**config.mk**
```make
export PLATFORM = sky130hd
export DESIGN_NAME = pcfg_ctrl
export DESIGN_NICKNAME = d
export VERILOG_FILES = /design/src/rtl/pcfg_pkg.sv /design/src/rtl/pcfg_decode.sv /design/src/rtl/pcfg_bridge.sv /design/src/rtl/pcfg_fwd.sv /design/src/rtl/pcfg_ctrl.sv
export SDC_FILE = /design/constraint.sdc
export NUM_CORES = 1
export LEC_CHECK = 0
export BUFFER_PORTS_ARGS = -buffer_cell sky130_fd_sc_hd__buf_2
export CAP_MARGIN = 20
export CELL_PAD_IN_SITES_DETAIL_PLACEMENT = 1
export CELL_PAD_IN_SITES_GLOBAL_PLACEMENT = 1
export CORE_MARGIN = 2
export CORE_UTILIZATION = 36
export CTS_BUF_LIST = sky130_fd_sc_hd__clkbuf_8
export DETAILED_ROUTE_END_ITERATION = 10
export PLACE_DENSITY_LB_ADDON = 0.1
export RECOVER_POWER = 100
export SYNTH_ARGS = -nofsm -noshare
export SYNTH_HDL_FRONTEND = slang
export SYNTH_HIERARCHICAL = 1
export SYNTH_SLANG_ARGS = --single-unit
export TNS_END_PERCENT = 10
```
**constraint.sdc**
```tcl
create_clock -name clk -period 3.03 [get_ports clk]
set_input_delay 0.303 -clock clk [delete_from_list [all_inputs] [get_ports clk]]
set_output_delay 0.303 -clock clk [all_outputs]
set_load 0.05 [all_outputs]
```
**src/rtl/pcfg_pkg.sv**
```systemverilog
package pcfg_pkg;
   typedef enum logic {FWD_IDLE = 1'b0, FWD_WAIT = 1'b1} fwd_state_t;

   localparam logic [7:0] REG_IDENT = 8'h00;
   localparam logic [7:0] REG_BASE0 = 8'h10;
   localparam logic [7:0] REG_BASE1 = 8'h14;
endpackage

```
**src/rtl/pcfg_decode.sv**
```systemverilog
module pcfg_decode #(
   parameter int ADDR_W     = 16,
   parameter int BRIDGE_DEV = 15,
   parameter int BRIDGE_FN  = 0
) (
   input  logic [ADDR_W-1:0] addr,
   output logic [3:0]        dev,
   output logic [2:0]        func,
   output logic [7:0]        regno,
   output logic              hit_bridge
);
   wire unused_bits = ^{addr[11], addr >> 16};

   assign dev        = addr[15:12];
   assign func       = addr[10:8];
   assign regno      = addr[7:0];
   assign hit_bridge = (dev == 4'(BRIDGE_DEV)) && (func == 3'(BRIDGE_FN));
endmodule

```
**src/rtl/pcfg_bridge.sv**
```systemverilog
module pcfg_bridge
   import pcfg_pkg::*;
#(
   parameter int          DATA_W     = 32,
   parameter logic [15:0] VENDOR_ID  = 16'h10EE,
   parameter logic [15:0] PRODUCT_ID = 16'h4013
) (
   input  logic              clk,
   input  logic              rst_n,
   input  logic              wr_en,
   input  logic [7:0]        regno,
   input  logic [DATA_W-1:0] wdata,
   input  logic              err_clear,
   output logic [DATA_W-1:0] rdata,
   output logic [DATA_W-1:0] base1,
   output logic              err,
   output logic              swap_en
);
   logic [DATA_W-1:0] base0;
   logic              set_err;

   assign set_err = wr_en && (regno == REG_BASE0) && (wdata != '0);

   always_comb begin
      case (regno)
         REG_IDENT: rdata = DATA_W'({PRODUCT_ID, VENDOR_ID});
         REG_BASE0: rdata = base0;
         REG_BASE1: rdata = base1;
         default:   rdata = '0;
      endcase
   end

   always_ff @(posedge clk or negedge rst_n) begin
      if (!rst_n) begin
         base0   <= '0;
         base1   <= '0;
         err     <= 1'b0;
         swap_en <= 1'b0;
      end else begin
         if (wr_en && regno == REG_BASE0)
            base0 <= wdata;
         if (wr_en && regno == REG_BASE1 && base1 == '0) begin
            base1   <= wdata;
            swap_en <= 1'b1;
         end
         if (set_err)
            err <= 1'b1;
         else if (err_clear)
            err <= 1'b0;
      end
   end

   // once non-zero, the aperture base never moves
   a_r6_base1_locked: assert property (@(posedge clk) disable iff (!rst_n)
      (base1 != '0) |=> $stable(base1));
   // aperture enable is sticky
   a_r6_swap_sticky: assert property (@(posedge clk) disable iff (!rst_n)
      swap_en |=> swap_en);
   // non-zero BAR0 store raises the error flag
   a_r5_err_raise: assert property (@(posedge clk) disable iff (!rst_n)
      (wr_en && regno == REG_BASE0 && wdata != '0) |=> err);
   // clear without a new error drops the flag
   a_r5_err_drop: assert property (@(posedge clk) disable iff (!rst_n)
      (err_clear && !(wr_en && regno == REG_BASE0)) |=> !err);
endmodule

```
**src/rtl/pcfg_fwd.sv**
```systemverilog
module pcfg_fwd
   import pcfg_pkg::*;
#(
   parameter int DATA_W  = 32,
   parameter int TIMEOUT = 255
) (
   input  logic              clk,
   input  logic              rst_n,
   input  logic              start,
   input  logic              is_write,
   input  logic              rsp_valid,
   input  logic [DATA_W-1:0] rsp_data,
   output logic              req_valid,
   output logic              busy,
   output logic              done,
   output logic [DATA_W-1:0] rdata
);
   localparam int CNT_W = (TIMEOUT > 1) ? $clog2(TIMEOUT + 1) : 1;

   fwd_state_t state;
   logic       expire;

   assign busy      = (state == FWD_WAIT);
   assign req_valid = start && !busy;
   assign done      = busy && (rsp_valid || expire);
   assign rdata     = is_write ? '0 : (rsp_valid ? rsp_data : '1);

   generate
      if (TIMEOUT > 0) begin : g_timer
         logic [CNT_W-1:0] wait_cnt;
         always_ff @(posedge clk or negedge rst_n) begin
            if (!rst_n)
               wait_cnt <= '0;
            else if (req_valid)
               wait_cnt <= '0;
            else if (busy && !done)
               wait_cnt <= wait_cnt + 1'b1;
         end
         assign expire = (wait_cnt == CNT_W'(TIMEOUT - 1));

         // the wait never runs past the timeout window
         a_r9_window: assert property (@(posedge clk) disable iff (!rst_n)
            busy |-> (wait_cnt < CNT_W'(TIMEOUT)));
      end else begin : g_no_timer
         assign expire = 1'b0;
      end
   endgenerate

   always_ff @(posedge clk or negedge rst_n) begin
      if (!rst_n)
         state <= FWD_IDLE;
      else if (req_valid)
         state <= FWD_WAIT;
      else if (done)
         state <= FWD_IDLE;
   end

   // one request strobe per forwarded access
   a_r8_single_req: assert property (@(posedge clk) disable iff (!rst_n)
      req_valid |=> !req_valid);
   // a response ends the wait
   a_r8_rsp_ends: assert property (@(posedge clk) disable iff (!rst_n)
      (busy && rsp_valid) |=> !busy);
endmodule

```
**src/rtl/pcfg_ctrl.sv**
```systemverilog
module pcfg_ctrl
   import pcfg_pkg::*;
#(
   parameter int          ADDR_W     = 16,
   parameter int          DATA_W     = 32,
   parameter int          TIMEOUT    = 255,
   parameter int          BRIDGE_DEV = 15,
   parameter int          BRIDGE_FN  = 0,
   parameter logic [15:0] VENDOR_ID  = 16'h10EE,
   parameter logic [15:0] PRODUCT_ID = 16'h4013,
   parameter longint      APER_SIZE  = 64'h1000_0000
) (
   input  logic              clk,
   input  logic              rst_n,
   input  logic              cpu_valid,
   input  logic              cpu_write,
   input  logic [ADDR_W-1:0] cpu_addr,
   input  logic [DATA_W-1:0] cpu_wdata,
   output logic              cpu_ready,
   output logic [DATA_W-1:0] cpu_rdata,
   output logic              dn_req_valid,
   output logic              dn_req_write,
   output logic [3:0]        dn_dev,
   output logic [2:0]        dn_func,
   output logic [7:0]        dn_reg,
   output logic [DATA_W-1:0] dn_wdata,
   input  logic              dn_present,
   input  logic              dn_rsp_valid,
   input  logic [DATA_W-1:0] dn_rsp_rdata,
   input  logic              err_clear,
   output logic              bar0_err,
   output logic              swap_en,
   output logic [DATA_W-1:0] swap_base
);
   generate
      if (DATA_W != 32) begin : g_bad_width
         $error("pcfg_ctrl: configuration registers are 32 bits");
      end
      if (ADDR_W < 16) begin : g_bad_addr
         $error("pcfg_ctrl: window offset needs at least 16 bits");
      end
      if (BRIDGE_DEV > 15 || BRIDGE_FN > 7) begin : g_bad_slot
         $error("pcfg_ctrl: bridge slot out of range");
      end
      if (APER_SIZE <= 0 || (APER_SIZE & (APER_SIZE - 1)) != 0) begin : g_bad_aper
         $error("pcfg_ctrl: aperture size must be a power of two");
      end
   endgenerate

   logic              hit_bridge, fwd_busy, fwd_done, start, absent;
   logic [DATA_W-1:0] br_rdata, fwd_rdata;

   pcfg_decode #(.ADDR_W(ADDR_W), .BRIDGE_DEV(BRIDGE_DEV), .BRIDGE_FN(BRIDGE_FN)) u_dec (
      .addr(cpu_addr), .dev(dn_dev), .func(dn_func), .regno(dn_reg),
      .hit_bridge(hit_bridge));

   pcfg_bridge #(.DATA_W(DATA_W), .VENDOR_ID(VENDOR_ID), .PRODUCT_ID(PRODUCT_ID)) u_br (
      .clk(clk), .rst_n(rst_n),
      .wr_en(cpu_valid && cpu_write && hit_bridge && !fwd_busy),
      .regno(dn_reg), .wdata(cpu_wdata), .err_clear(err_clear),
      .rdata(br_rdata), .base1(swap_base), .err(bar0_err), .swap_en(swap_en));

   assign absent = !hit_bridge && !dn_present;
   assign start  = cpu_valid && !hit_bridge && dn_present;

   pcfg_fwd #(.DATA_W(DATA_W), .TIMEOUT(TIMEOUT)) u_fwd (
      .clk(clk), .rst_n(rst_n), .start(start), .is_write(cpu_write),
      .rsp_valid(dn_rsp_valid), .rsp_data(dn_rsp_rdata),
      .req_valid(dn_req_valid), .busy(fwd_busy), .done(fwd_done),
      .rdata(fwd_rdata));

   assign dn_req_write = cpu_write;
   assign dn_wdata     = cpu_wdata;
   assign cpu_ready    = fwd_busy ? fwd_done : (cpu_valid && (hit_bridge || absent));

   always_comb begin
      if (fwd_busy)
         cpu_rdata = fwd_rdata;
      else if (hit_bridge)
         cpu_rdata = br_rdata;
      else
         cpu_rdata = (dn_reg == REG_IDENT) ? '1 : '0;
   end

   // an absent slot completes at once without going downstream
   a_r3_absent_local: assert property (@(posedge clk) disable iff (!rst_n)
      (cpu_valid && !fwd_busy && !hit_bridge && !dn_present) |-> (cpu_ready && !dn_req_valid));
   // the internal bridge never produces a downstream request
   a_r11_bridge_local: assert property (@(posedge clk) disable iff (!rst_n)
      (cpu_valid && !fwd_busy && hit_bridge) |-> (cpu_ready && !dn_req_valid));
   // a request is never answered in the cycle it is issued
   a_r8_no_same_cycle: assert property (@(posedge clk) disable iff (!rst_n)
      dn_req_valid |-> !cpu_ready);
endmodule

```
# [Word level (Yosys, flattened, before mapping)]
# Cells that the tools add are included.
# W data, S select, Z words.
[word_totals] register_bits=75 in_bits=87 output_inout_bits=116 wordCells=52
[op_classes] n_addsub=1 n_eq_ne=4 mux=13 n_reduce_logical=28
[ops] cell="$mux W32" count=5
[ops] cell="$pmux W32 S3" count=1
[ops] cell="$logic_not A32 Y1" count=1
[ops] cell="$reduce_bool A32 Y1" count=1
[ops] cell="$eq A8 B5 Y1 const B" count=2
[ops] cell="$mux W8" count=2
[ops] cell="$logic_and A1 B1 Y1" count=15
[ops] cell="$add A8 B1 Y8 const B" count=1
[ops] cell="$eq A8 B8 Y1 const B" count=1
[ops] cell="$logic_not A8 Y1" count=1
[ops] cell="$reduce_bool A2 Y1" count=3
[ops] cell="$mux W1" count=5
[ops] cell="$eq A4 B4 Y1 const B" count=1
[ops] cell="$logic_not A1 Y1" count=4
[ops] cell="$logic_not A3 Y1" count=1
[ops] cell="$logic_or A1 B1 Y1" count=2

# [Logic depth before layout (Yosys ltp)]
# Gate-level depths: netlist (run 1).
[depth] word_depth=7 mapped_depth=12 ltp_nobuf=8

# [Modules after synthesis]
# Netlist (run 1), hierarchy kept.
[modules_own_cells] mod="pcfg_bridge" n_inst=1 cells_each=210 area_per_inst_um2=2859.0
[modules_own_cells] mod="pcfg_fwd" n_inst=1 cells_each=123 area_per_inst_um2=824.5
[modules_own_cells] mod="pcfg_ctrl" n_inst=1 cells_each=88 area_per_inst_um2=759.5
[modules_own_cells] mod="pcfg_decode" n_inst=1 cells_each=18 area_per_inst_um2=136.4

# [Worst setup path before layout (run 1)]
# Ideal clock, no wire load.
[synth_path] kind="input-to-reg" from="in cpu_addr[9]" to="reg u_br.base1[3]" setup_ns=0.065 arrival_time_ns=2.446 required_time_ns=2.965 slack_ns=0.520 path_stages=12 n_path_buf=4 path_cell_list="nand3b_1 > nor4_2 > nor2b_1 > clkbuf_1 > clkbuf_1 > and3_1 > nor4b_1 > and4_1 > and4_1 > buf_6 > buf_6 > a21o_2"
[synth_via] elab_chain_cells=6
[synth_rtl] element="start: declaration" line_no="pcfg_ctrl.sv:17" text="input logic [ADDR_W-1:0] cpu_addr,"
[synth_rtl] element="$logic_not A3 Y1" line_no="pcfg_decode.sv:17" text="assign hit_bridge = (dev == 4'(BRIDGE_DEV)) && (func == 3'(BRIDGE_FN));"
[synth_rtl] element="$logic_and A1 B1 Y1" line_no="pcfg_decode.sv:17"
[synth_rtl] element="named net hit_bridge" line_no="pcfg_ctrl.sv:50" text="logic hit_bridge, fwd_busy, fwd_done, start, absent;"
[synth_rtl] element="$logic_and A1 B1 Y1 (2 in series)" line_no="pcfg_ctrl.sv:59" text=".wr_en(cpu_valid && cpu_write && hit_bridge && !fwd_busy),"
[synth_rtl] element="$logic_and A1 B1 Y1 (2 in series)" line_no="pcfg_bridge.sv:42" text="if (wr_en && regno == REG_BASE1 && base1 == '0) begin"
[synth_rtl] element="end signal: assignment" line_no="pcfg_bridge.sv:43" text="base1 <= wdata;"
[synth_rtl] element="end: declaration" line_no="pcfg_bridge.sv:15" text="output logic [DATA_W-1:0] base1,"
# The timed path passes the listed nets, and every way through them passes these cells.
# A chain may end at the register's enable or synchronous reset.

# [Final worst setup path (run 1)]
[layout_path] from="reg u_fwd.state, in the netlist u_fwd/busy" to="out cpu_rdata[14]"
[layout_via] elab_chain_cells=1
[layout_rtl] element="start: declaration" line_no="pcfg_fwd.sv:20" text="fwd_state_t state;"
[layout_rtl] element="start signal: assignment" line_no="pcfg_fwd.sv:51" text="state <= FWD_IDLE;"
[layout_rtl] element="start signal: assignment" line_no="pcfg_fwd.sv:53" text="state <= FWD_WAIT;"
[layout_rtl] element="start signal: assignment" line_no="pcfg_fwd.sv:55" text="state <= FWD_IDLE;"
[layout_rtl] element="$mux W32" line_no="pcfg_ctrl.sv:77" text="if (fwd_busy)"
[layout_rtl] element="end: declaration" line_no="pcfg_ctrl.sv:20" text="output logic [DATA_W-1:0] cpu_rdata,"
# No other way between the ends.

==> summary.md, run 1 <==
| Metric | Value |
|---|---|
| Status | complete, but fails checks |
| Failing checks | max-capacitance violations, max-slew violations |
| H-tree level count | 3 |
| Synth area leader | dfrtp_1 |
| Resized cells post-CTS | 0 |
| FFs w/ async S/R, synth | 1.00 |
| RSZ-0062 raised after global routing | false |
| Largest net degree at the start of global routing | 76 |
| Worst R2R Path Depth | 5 |
| Worst Setup SP | u_fwd/busy |
| Cts bufs inserted | 9 |
| Clock transition at the registers of the reported paths | 0.08 ns |
| Stages on the worst setup path | 5 |
| Netlist cell types | 53 |
| FMAX | 352 MHz |
| Placed cell count | around 740 |
| Setup-failing EPs final | 0 |
| All-Layer GR Usage | 0.213 |
| Clock latency at the later pin of the worst-skew pair | 0.34 ns |
| Final hold viol count | 0 |
| FF-to-FF Start | u_fwd/busy |
| FF-to-FF End | u_br/base0[19] |
| Multi-input logic area | about 2000 um^2 |
| Register area share after synthesis | 0.410 |
| CP Max Fanout | 32 |
| Slew Viols, Final | 110 |
| Routed wire length | 14,800 um |
| Ports | a little over 200 |
| Flop-to-flop setup slack | 0.29 ns |
| Finished Layout Cells | approximately 760 |
| DR WL/cell | 19.6 um |
| Die W | approximately 120 um |
| Antenna violations before repair | 0 |
| Final period util | 0.937 |
| Critical Path Source Type | flip-flop |
| Register area | around 1900 um^2 |
| Post-route ant nets | 0 |
| Post-synth top area share | 0.410 |
| NumNets Final | between 600 and 700 |
| CP top delay family | simple AND/OR/NAND/NOR gates |
| Post-synth EDFFs | 0 |
| Post-Syn Nets | 528 |
| Drt first-iter violations | around 200 |
| Vias/cell | 5.33 |
| Cell count after synthesis | 439 |
| Setup TNS | 0 ns |
| Die area | around 14,000 um^2 |
| Min cycle time layout | about 2.8 ns |
| Critical Path RT | 2.73 ns |
| Deepest clock path buffer count | 2 |
| Worst Path Arrival | 2.54 ns |
| Core footprint | 12,500 um^2 |
| Critical path capture point type | primary output |
| Post-Syn Area | 4580 um^2 |
| Via count | 4,037 |
| Starting Density | 0.366 |
| Number of global-route vias before repair | 3,970 |
| Port Buf Inserts | between 200 and 250 |
| Clock Sinks | 75 |
| Share of cells above drive strength 1 | 0.364 |
| Max_cap viols | 3 |
| Max_slew headroom | -0.275 |
| Critical path cell sequence | or4_4 > nor4_4 > clkbuf_4 > a221o_2 > buf_2 |
| Drt drc | 0 |
| Setup crit end | cpu_rdata[14] |
| Die Y-Extent | 117 um |
| HPWL after DPL | between 10,000 and 15,000 um |
| YS warnings | 6 |
| Bufs and invs on worst path | 2 |
| # diodes | 0 |
| Number of synthesized register bits | between 70 and 80 |
| Worst-Margin Slew | 1.91 ns |
| Hold buffers post-CTS | 0 |
| CP max stage cell | dfrtp_1 |
| Clock Skew | 0.0128 ns |
| Mean post-synth cell area | about 10 um^2 |
| Power density over the cells | ~420 nW/um^2 |
| Synthesis-to-finish area growth | 18.0% |
| Main flop type after synthesis | dfrtp_1 |
| Root Buffer Master | clkbuf_8 |
| First-pass GRT wire length | 22,200 um |
| Row count | 41 |
| Peak supply drop | around 220 uV |
| Critical path class | flip-flop to primary output |
| CTS tree | built |
| Gr ovfl total | 0 |
| Routability Congestion | 0.761 |
| Max stage delay on crit path | 0.58 ns |
| Leakage | a little under 3 nW |
| Worst hold-check path type | input pin to flip-flop |
| Fillers | 1,552 |
| Synth top area cells | dfrtp_1, buf_4, a221o_2, mux2_2, a21o_1 |
| Total iterations of the first detailed-routing run | 4 |
| Setup Fix Bufs, Post-CTS | 0 |
-- flip-flops by register name (all words and copies together), names as in the netlist --
register and count:
u_fwd/g_timer.wait_cnt 8, u_br/base0 32, u_fwd/busy 1, u_br/base1 32, u_br/swap_en 1, u_br/err 1
-- through the flow --
stage | area [um^2] | setup slack, ns | power, W | utilization | hold slack (ns)
after floorplan | 4580 | 0.520 | 0.00146 | - | 0.00741
after global placement | 5380 | 0.490 | 0.00159 | 0.430 | 0.449
after detailed placement | 5380 | 0.422 | 0.00160 | 0.430 | 0.450
after CTS | 5560 | 0.215 | 0.00230 | 0.444 | 0.142
after global routing | 5410 | 0.0581 | 0.00237 | 0.432 | 0.144
final | 5410 | 0.191 | 0.00226 | 0.432 | 0.157
-- per-layer routing --
metal	vias up	wire [um]	global-route usage
met4	0	123	0.0494
li1	1868	-	-
met1	2028	6840	0.295
met5	-	0	0
met3	12	750	0.0304
met2	129	7130	0.354
-- cells by family (layout without fill, tap and decap cells) --
kind of cell / Yosys count / after routing / share of synthesized area
adder cells (fa/ha/maj): 2 / 2 / 0.00546
buffers and inverters: 121 / 267 / 0.155
AND/OR/NAND/NOR: 61 / 61 / 0.0899
multiplexers: 32 / 32 / 0.0787
AO/OA/AOI/OAI: 146 / 146 / 0.257
XOR/XNOR: 2 / 2 / 0.00383
flip-flops: 75 / 75 / 0.410
-- worst register-to-register path, delay by kind of cell, from the launching register on --
kind,cells,cell delay (ns)
simple gates,3,0.95
flops,1,0.68
buf+inv,1,0.57
mux,1,0.41
-- worst min path at each step --
| stage | cells past startpoint | start | to | slack, ns |
|---|---|---|---|---|
| after floorplan | 0 | rst_n | u_br/base0[0] | 0.007 |
| after global placement | 1 | u_br/swap_en | u_br/swap_en | 0.45 |
| after detailed placement | 1 | u_br/swap_en | u_br/swap_en | 0.45 |
| after CTS | 1 | rst_n | u_br/base0[23] | 0.14 |
| after global routing | 2 | err_clear | u_br/err | 0.14 |
| final | 2 | err_clear | u_br/err | 0.16 |
-- cell usage in the layout, fill, tap and decap left out, drive strengths merged, types with 2 or more instances in the layout --
cell type and n:
nand2 6, a21oi 34, nor3b 2, dfrtp 75, nand3 7, nor3 6, nand4 3, a211o 2
buf 112, a21o 34, clkbuf 111, a22o 21, a221o 42, and4 3, clkinvlp 3, nor4 15
mux2 32, or3 2, nor2 3, ha 2, inv 40, nor2b 2, o21ai 8, and3 2
or4 3
-- cell usage after synthesis, types with 6 or more instances --
master / n
dfrtp_1: 75
buf_4: 48
inv_1: 38
a21oi_1: 34
a21o_1: 30
a221o_2: 30
mux2_2: 28
a22o_1: 21
clkbuf_1: 17
nor4_1: 13
a221o_1: 12
buf_6: 9
nand3_1: 7
o21ai_0: 7
nor3_1: 6
-- power by group --
| part | total [W] | internal, W | switching (W) |
|---|---|---|---|
| registers | 0.00104 | 0.00101 | 0.0000254 |
| logic | 0.000526 | 0.000134 | 0.000392 |
| clock network | 0.000699 | 0.000318 | 0.000381 |
-- layout make-up --
class	instances	share of cell area
Clock buffer	10	0.0255
Clock inverter	6	0.00741
Inverter	38	0.0264
Multi-Input combinational cell	243	0.368
Sequential cell	75	0.347
Tap cell	172	0.0398
Timing Repair Buffer	213	0.186
Power figures use the tool's default switching activity.
==> run 2, diff against run 1 <==
==> constraint.sdc (replaced) <==
create_clock -name clk -period 3.03 [get_ports clk]
set_input_delay 0.606 -clock clk [delete_from_list [all_inputs] [get_ports clk]]
set_output_delay 0.606 -clock clk [all_outputs]
set_load 0.05 [all_outputs]
==> summary.md, run 2 (synthesis results as in run 1) <==
| Metric | Value |
|---|---|
| Core footprint | 12,500 um^2 (unchanged) |
| Hold path startpoint | err_clear |
| Die Y-Extent | 117 um (unchanged) |
| NumNets Final | 668 (-0.15%) |
| Worst hold endpoint | u_br/err |
| Clock transition at the registers of the reported paths | 0.08 ns (about the same) |
| Largest registers | u_br/base0: 32 flops, u_br/base1: 32 flops, u_fwd/g_timer.wait_cnt: 8 flops |
| Status | complete, but fails checks |
| First-pass GRT wire length | 22,500 um (+1.4%) |
| DR WL/cell | 19.8 um (+1.1%) |
| Port Buf Inserts | 201 (unchanged) |
| HPWL after DPL | 10,800 um (+0.69%) |
| All-Layer GR Usage | 0.217 (+0.00466) |
| Slew Viols, Final | 76 (-31%) |
| Die W | 117 um (unchanged) |
| Most frequent cells in the layout | buf_2, clkbuf_1, dfrtp_1 |
| Ports | 203 (unchanged) |
| Min cycle time layout | 2.93 ns (+0.0906 ns) |
| Die area | 13,600 um^2 (unchanged) |
| Post-route ant nets | 0 (unchanged) |
| Worst-Margin Slew | 1.90 ns (-0.0171 ns) |
| Routability Congestion | 0.765 (+0.55%) |
| FMAX | 341 MHz (-3.1%) |
| RSZ-0062 raised after global routing | false |
| FF-to-FF Start | u_fwd/busy |
| Row count | 41 (unchanged) |
| Setup TNS | 0 ns (unchanged) |
| Leakage | 3.01 nW (+1.1%) |
| Setup-failing EPs final | 0 (unchanged) |
| CP Max Fanout | 31 (-3.1%) |
| Top Metal Used | met4 |
| Hold depth | 2 (unchanged) |
| Largest net degree at the start of global routing | 76 (unchanged) |
| Failing checks | max-capacitance violations, max-slew violations |
| H-tree level count | 3 (unchanged) |
| Flop-to-flop setup slack | 0.41 ns (+0.12 ns) |
| Deepest clock path buffer count | 2 (unchanged) |
| Critical Path Source Type | input pin |
| Final period util | 0.967 (+0.0299) |
| WL met1 | 6790 um (-0.67%) |
| Most common cell after layout, fill and taps aside | buf_2 |
| Final core occ | 0.441 (+0.00890) |
| Max_cap viols | 1 (-2) |
| FF-to-FF End | u_br/base0[9] |
| Via count | 4,025 (-0.30%) |
| Max_slew headroom | -0.264 (+0.0114) |
| Antenna violations before repair | 0 (unchanged) |
| Final hold viol count | 0 (unchanged) |
| Share of cells above drive strength 1 | 0.368 (+0.00405) |
| Routed wire length | 15,000 um (+0.98%) |
| Drt drc | 0 (unchanged) |
| Clock latency at the later pin of the worst-skew pair | 0.36 ns (+0.02 ns) |
| Routed length on met3 | 672 um (-10%) |
| Number of global-route vias before repair | 4,053 (+2.1%) |
| Starting Density | 0.366 (unchanged) |
| Root Buffer Master | clkbuf_8 |
| Critical path class | input pin to primary output |
| Multi-input logic area | 2000 um^2 (+0.38%) |
| Drt first-iter violations | 170 (-15%) |
| CTS tree | built |
| Cts bufs inserted | 9 (unchanged) |
| Worst R2R Path Depth | 6 (+1) |
| Gr ovfl total | 0 (unchanged) |
| Total iterations of the first detailed-routing run | 6 (+2) |
| Worst hold-check path type | input pin to flip-flop |
| Peak supply drop | 387 uV (+75%) |
| Worst Path Arrival | 2.32 ns (-0.22 ns) |
| Vias/cell | 5.32 (-0.17%) |
| Worst Setup SP | cpu_addr[9] |
| Clock Skew | 0.0152 ns (+0.00236 ns) |
| Critical Path RT | 2.42 ns (-0.31 ns) |
| Critical path capture point type | primary output |
| Total power | 0.00252 W (+12%) |
| Synthesis-to-finish area growth | 20.5% |
| Power density over the cells | 458 nW/um^2 (+9.3%) |
| Hold Worst Slack | 0.437 ns (+0.280 ns) |
| Clock Sinks | 75 (unchanged) |
| DR WL met2 | 7340 um (+3.0%) |
| # diodes | 0 (unchanged) |
| Register area | 1880 um^2 (unchanged) |
| Fillers | 1,540 (-0.77%) |
==> run 2: through the flow <==
| step | setup WS [ns] | std cells | area [um^2] |
|---|---|---|---|
| 4_1_cts | 0.0545 | 756 | 5670 |
| 5_1_grt | 0.0326 | 756 | 5520 |
| 6_report | 0.100 | 756 | 5520 |
| 2_1_floorplan | 0.121 | 439 | 4580 |
| 3_5_place_dp | 0.0923 | 740 | 5420 |
| 3_3_place_gp | 0.108 | 740 | 5420 |
==> run 2: how the worst max path moves through the flow <==
stage / end / slack, ns / depth (start not counted)
after CTS: cpu_rdata[30] / 0.05 / 9
after detailed placement: cpu_rdata[30] / 0.09 / 9
after global placement: cpu_rdata[30] / 0.11 / 9
after floorplan: cpu_rdata[30] / 0.12 / 8
after global routing: cpu_rdata[18] / 0.03 / 8
final: cpu_rdata[17] / 0.10 / 8
==> run 2: repair_timing <==
action	CTS	global route
endpoints found under the setup margin	0	1
hold buffers	0	0
buffers inserted	0	0
gates resized for setup	0	2
==> run 2: final cells by class <==
| cell class | instances | share of cell area |
|---|---|---|
| clock buffers | 9 | 0.0225 |
| clock inverters | 7 | 0.0225 |
| inverters | 38 | 0.0259 |
| multi-input cells | 243 | 0.362 |
| flip-flops and latches | 75 | 0.340 |
| well taps | 172 | 0.0390 |
| repair buffers | 212 | 0.188 |
==> run 2: layer usage <==
metal | track usage | vias to the layer above
li1 | - | 1862
met1 | 0.293 | 2028
met2 | 0.371 | 122
met3 | 0.0273 | 13
met4 | 0.0588 | 0
met5 | 0 | -
==> run 2: where the power goes <==
part | switching, W | internal (W)
Combinational | 0.000399 | 0.000135
Clock | 0.000404 | 0.000554
Sequential | 0.0000198 | 0.00101
Total | 0.000822 | 0.00170
==> run 2: worst max-delay path, cell delays in order <==
cell and delay (ns):
buf_2 0.10, nand3b_1 0.18, nor4_2 0.21, buf_4 0.18
nor2b_1 0.15, buf_4 0.37, a221o_2 0.23, clkbuf_2 0.27
==> run 3, diff against run 2 <==
==> constraint.sdc (replaced) <==
create_clock -name clk -period 3.03 [get_ports clk]
set_input_delay 0.1515 -clock clk [delete_from_list [all_inputs] [get_ports clk]]
set_output_delay 0.1515 -clock clk [all_outputs]
set_load 0.05 [all_outputs]
==> summary.md, run 3 (synthesis results as in run 1) <==
| Metric | Value |
|---|---|
| Antenna violations before repair | 0 (unchanged) |
| # diodes | 0 (unchanged) |
| Failing checks | max-capacitance violations, max-slew violations |
| Gr ovfl total | 0 (unchanged) |
| Share of cells above drive strength 1 | 0.362 (-0.00652) |
| Largest registers | u_br/base0: 32 flops, u_br/base1: 32 flops, u_fwd/g_timer.wait_cnt: 8 flops |
| Synthesis-to-finish area growth | 19.9% |
| Post-route ant nets | 0 (unchanged) |
| Die W | 117 um (unchanged) |
| Final hold viol count | 0 (unchanged) |
| Via count | 4,051 (+0.65%) |
| Flop-to-flop setup slack | 0.37 ns (-0.04 ns) |
| Routability Congestion | 0.783 (+2.4%) |
| Drt first-iter violations | 206 (+21%) |
| Root Buffer Master | clkbuf_8 |
| Clock Sinks | 75 (unchanged) |
| Critical path cell sequence | nor2b_1 > and3_1 > nor4b_1 > and4_1 > and4_1 > clkbuf_1 > a21o_2 |
| Most frequent cells in the layout | clkbuf_1, buf_2, dfrtp_1 |
| Power density over the cells | 455 nW/um^2 (-0.63%) |
| Critical path class | flip-flop to flip-flop |
| CTS tree | built |
| Largest net degree at the start of global routing | 76 (unchanged) |
| Peak supply drop | 228 uV (-41%) |
| FF-to-FF Start | u_fwd/busy |
| Routed wire length | 14,500 um (-3.1%) |
| Final core occ | 0.439 (-0.00220) |
| Leakage | 3.02 nW (+0.21%) |
| Max_slew headroom | -0.270 (-0.00630) |
| Port Buf Inserts | 201 (unchanged) |
| Deepest clock path buffer count | 2 (unchanged) |
| Critical path capture point type | flip-flop |
| Setup TNS | 0 ns (unchanged) |
| DR WL/cell | 19.1 um (-3.8%) |
| Row count | 41 (unchanged) |
| CP top delay family | simple AND/OR/NAND/NOR gates |
| Final period util | 0.877 (-0.0901) |
| Core footprint | 12,500 um^2 (unchanged) |
| Min cycle time layout | 2.66 ns (-0.273 ns) |
| Die area | 13,600 um^2 (unchanged) |
| Worst hold-check path type | input pin to flip-flop |
| Fillers | 1,551 (+0.71%) |
| Starting Density | 0.366 (unchanged) |
| Hold depth | 2 (unchanged) |
| First-pass GRT wire length | 22,000 um (-2.1%) |
| Worst hold endpoint | u_br/base1[27] |
| FF-to-FF End | u_br/base1[3] |
| H-tree level count | 3 (unchanged) |
| Clock Skew | 0.00734 ns (-0.00784 ns) |
| RSZ-0062 raised after global routing | false |
| CP max stage cell | dfrtp_1 |
| Vias/cell | 5.32 (about the same) |
| Status | complete, but fails checks |
| CP dominant cell by count | and4_1 |
| Clock latency at the later pin of the worst-skew pair | 0.35 ns (about the same) |
| NumNets Final | 673 (+0.75%) |
| All-Layer GR Usage | 0.211 (-0.00647) |
| Drt drc | 0 (unchanged) |
| Max_cap viols | 2 (+1) |
| Max stage delay on crit path | 0.55 ns (+0.18 ns) |
| Worst-Margin Slew | 1.91 ns (+0.00946 ns) |
| Clock transition at the registers of the reported paths | 0.08 ns (about the same) |
| Bufs and invs on worst path | 1 (-3) |
| DP Worst Slack | 0.518 ns (+0.425 ns) |
| Finished Layout Cells | 761 (+0.66%) |
| Slew Viols, Final | 110 (+45%) |
| Cts bufs inserted | 9 (unchanged) |
| Worst Path Arrival | 2.95 ns (+0.63 ns) |
| Setup-failing EPs final | 0 (unchanged) |
| Worst R2R Path Depth | 7 (+1) |
| Worst Setup SP | u_fwd/busy |
| Hold path startpoint | cpu_wdata[27] |
| Number of global-route vias before repair | 3,985 (-1.7%) |
| Die Y-Extent | 117 um (unchanged) |
| FMAX | 376 MHz (+10%) |
| Most common cell after layout, fill and taps aside | clkbuf_1 |
| Resized cells post-CTS | 0 (unchanged) |
| Critical Path RT | 3.32 ns (+0.90 ns) |
| Final setup margin | 0.373 ns (+0.273 ns) |
| Ports | 203 (unchanged) |
| HPWL after DPL | 10,700 um (-0.58%) |
| Placed cell count | 743 (+0.41%) |
| CP Max Fanout | 14 (-55%) |
| Total iterations of the first detailed-routing run | 4 (-2) |
| Critical Path Source Type | flip-flop |
run 3: cell count changes in the layout (fill, tap and decap cells not counted), moves of 2 or more:
cell	change
nor3_2	-2
buf_12	-4
inv_6	-2
dlygate4sd3_1	+2
buf_4	+6
clkinv_2	+2
nor3_1	+2
clkbuf_1	+3
run 3: power by group:
part	total [W]	leakage (nW)	internal, W	switching [W]
sequential	0.00104	1.05	0.00101	0.0000231
clock	0.000933	0.127	0.000564	0.000369
combinational	0.000527	1.85	0.000135	0.000392
run 3: through the flow:
stage                     power (W)  hold WS (ns)  area (um^2)
after floorplan             0.00146        -0.144         4580
after global placement      0.00159         0.354         5370
after detailed placement    0.00160         0.352         5370
after CTS                   0.00254        0.0214         5630
after global routing        0.00260        0.0276         5490
final                       0.00250        0.0441         5490
run 3: what timing repair did:
action / in CTS / in global routing
setup buffers: 0 / 0
hold endpoints to repair: 76 / 0
setup endpoints to repair: 0 / 0
hold buffers: 2 / 0
run 3: final cells by class:
cell class	count	area, um^2	share of cell area
clock buffers	10	138	0.0251
clock inverters	6	104	0.0189
inverters	38	143	0.0260
multi-input cells	243	1990	0.362
flip-flops and latches	75	1880	0.342
well taps	172	215	0.0392
repair buffers	217	1020	0.187
run 3: how the worst max path moves through the flow:
stage               endpoint  slack (ns)  cells past startpoint
3_5_place_dp   u_br/base1[3]        0.52                     10
3_3_place_gp   u_br/base1[3]        0.61                     10
4_1_cts        cpu_rdata[21]        0.40                      5
5_1_grt        u_br/base1[1]        0.18                      7
2_1_floorplan  u_br/base1[3]        0.67                     12
6_report       u_br/base1[3]        0.37                      7
run 3: layer usage:
metal	wire length [um]	vias up	global-route usage
li1	-	1873	-
met1	6730	2043	0.299
met2	6940	126	0.339
met3	734	9	0.0330
met4	114	0	0.0549
met5	0	-	0
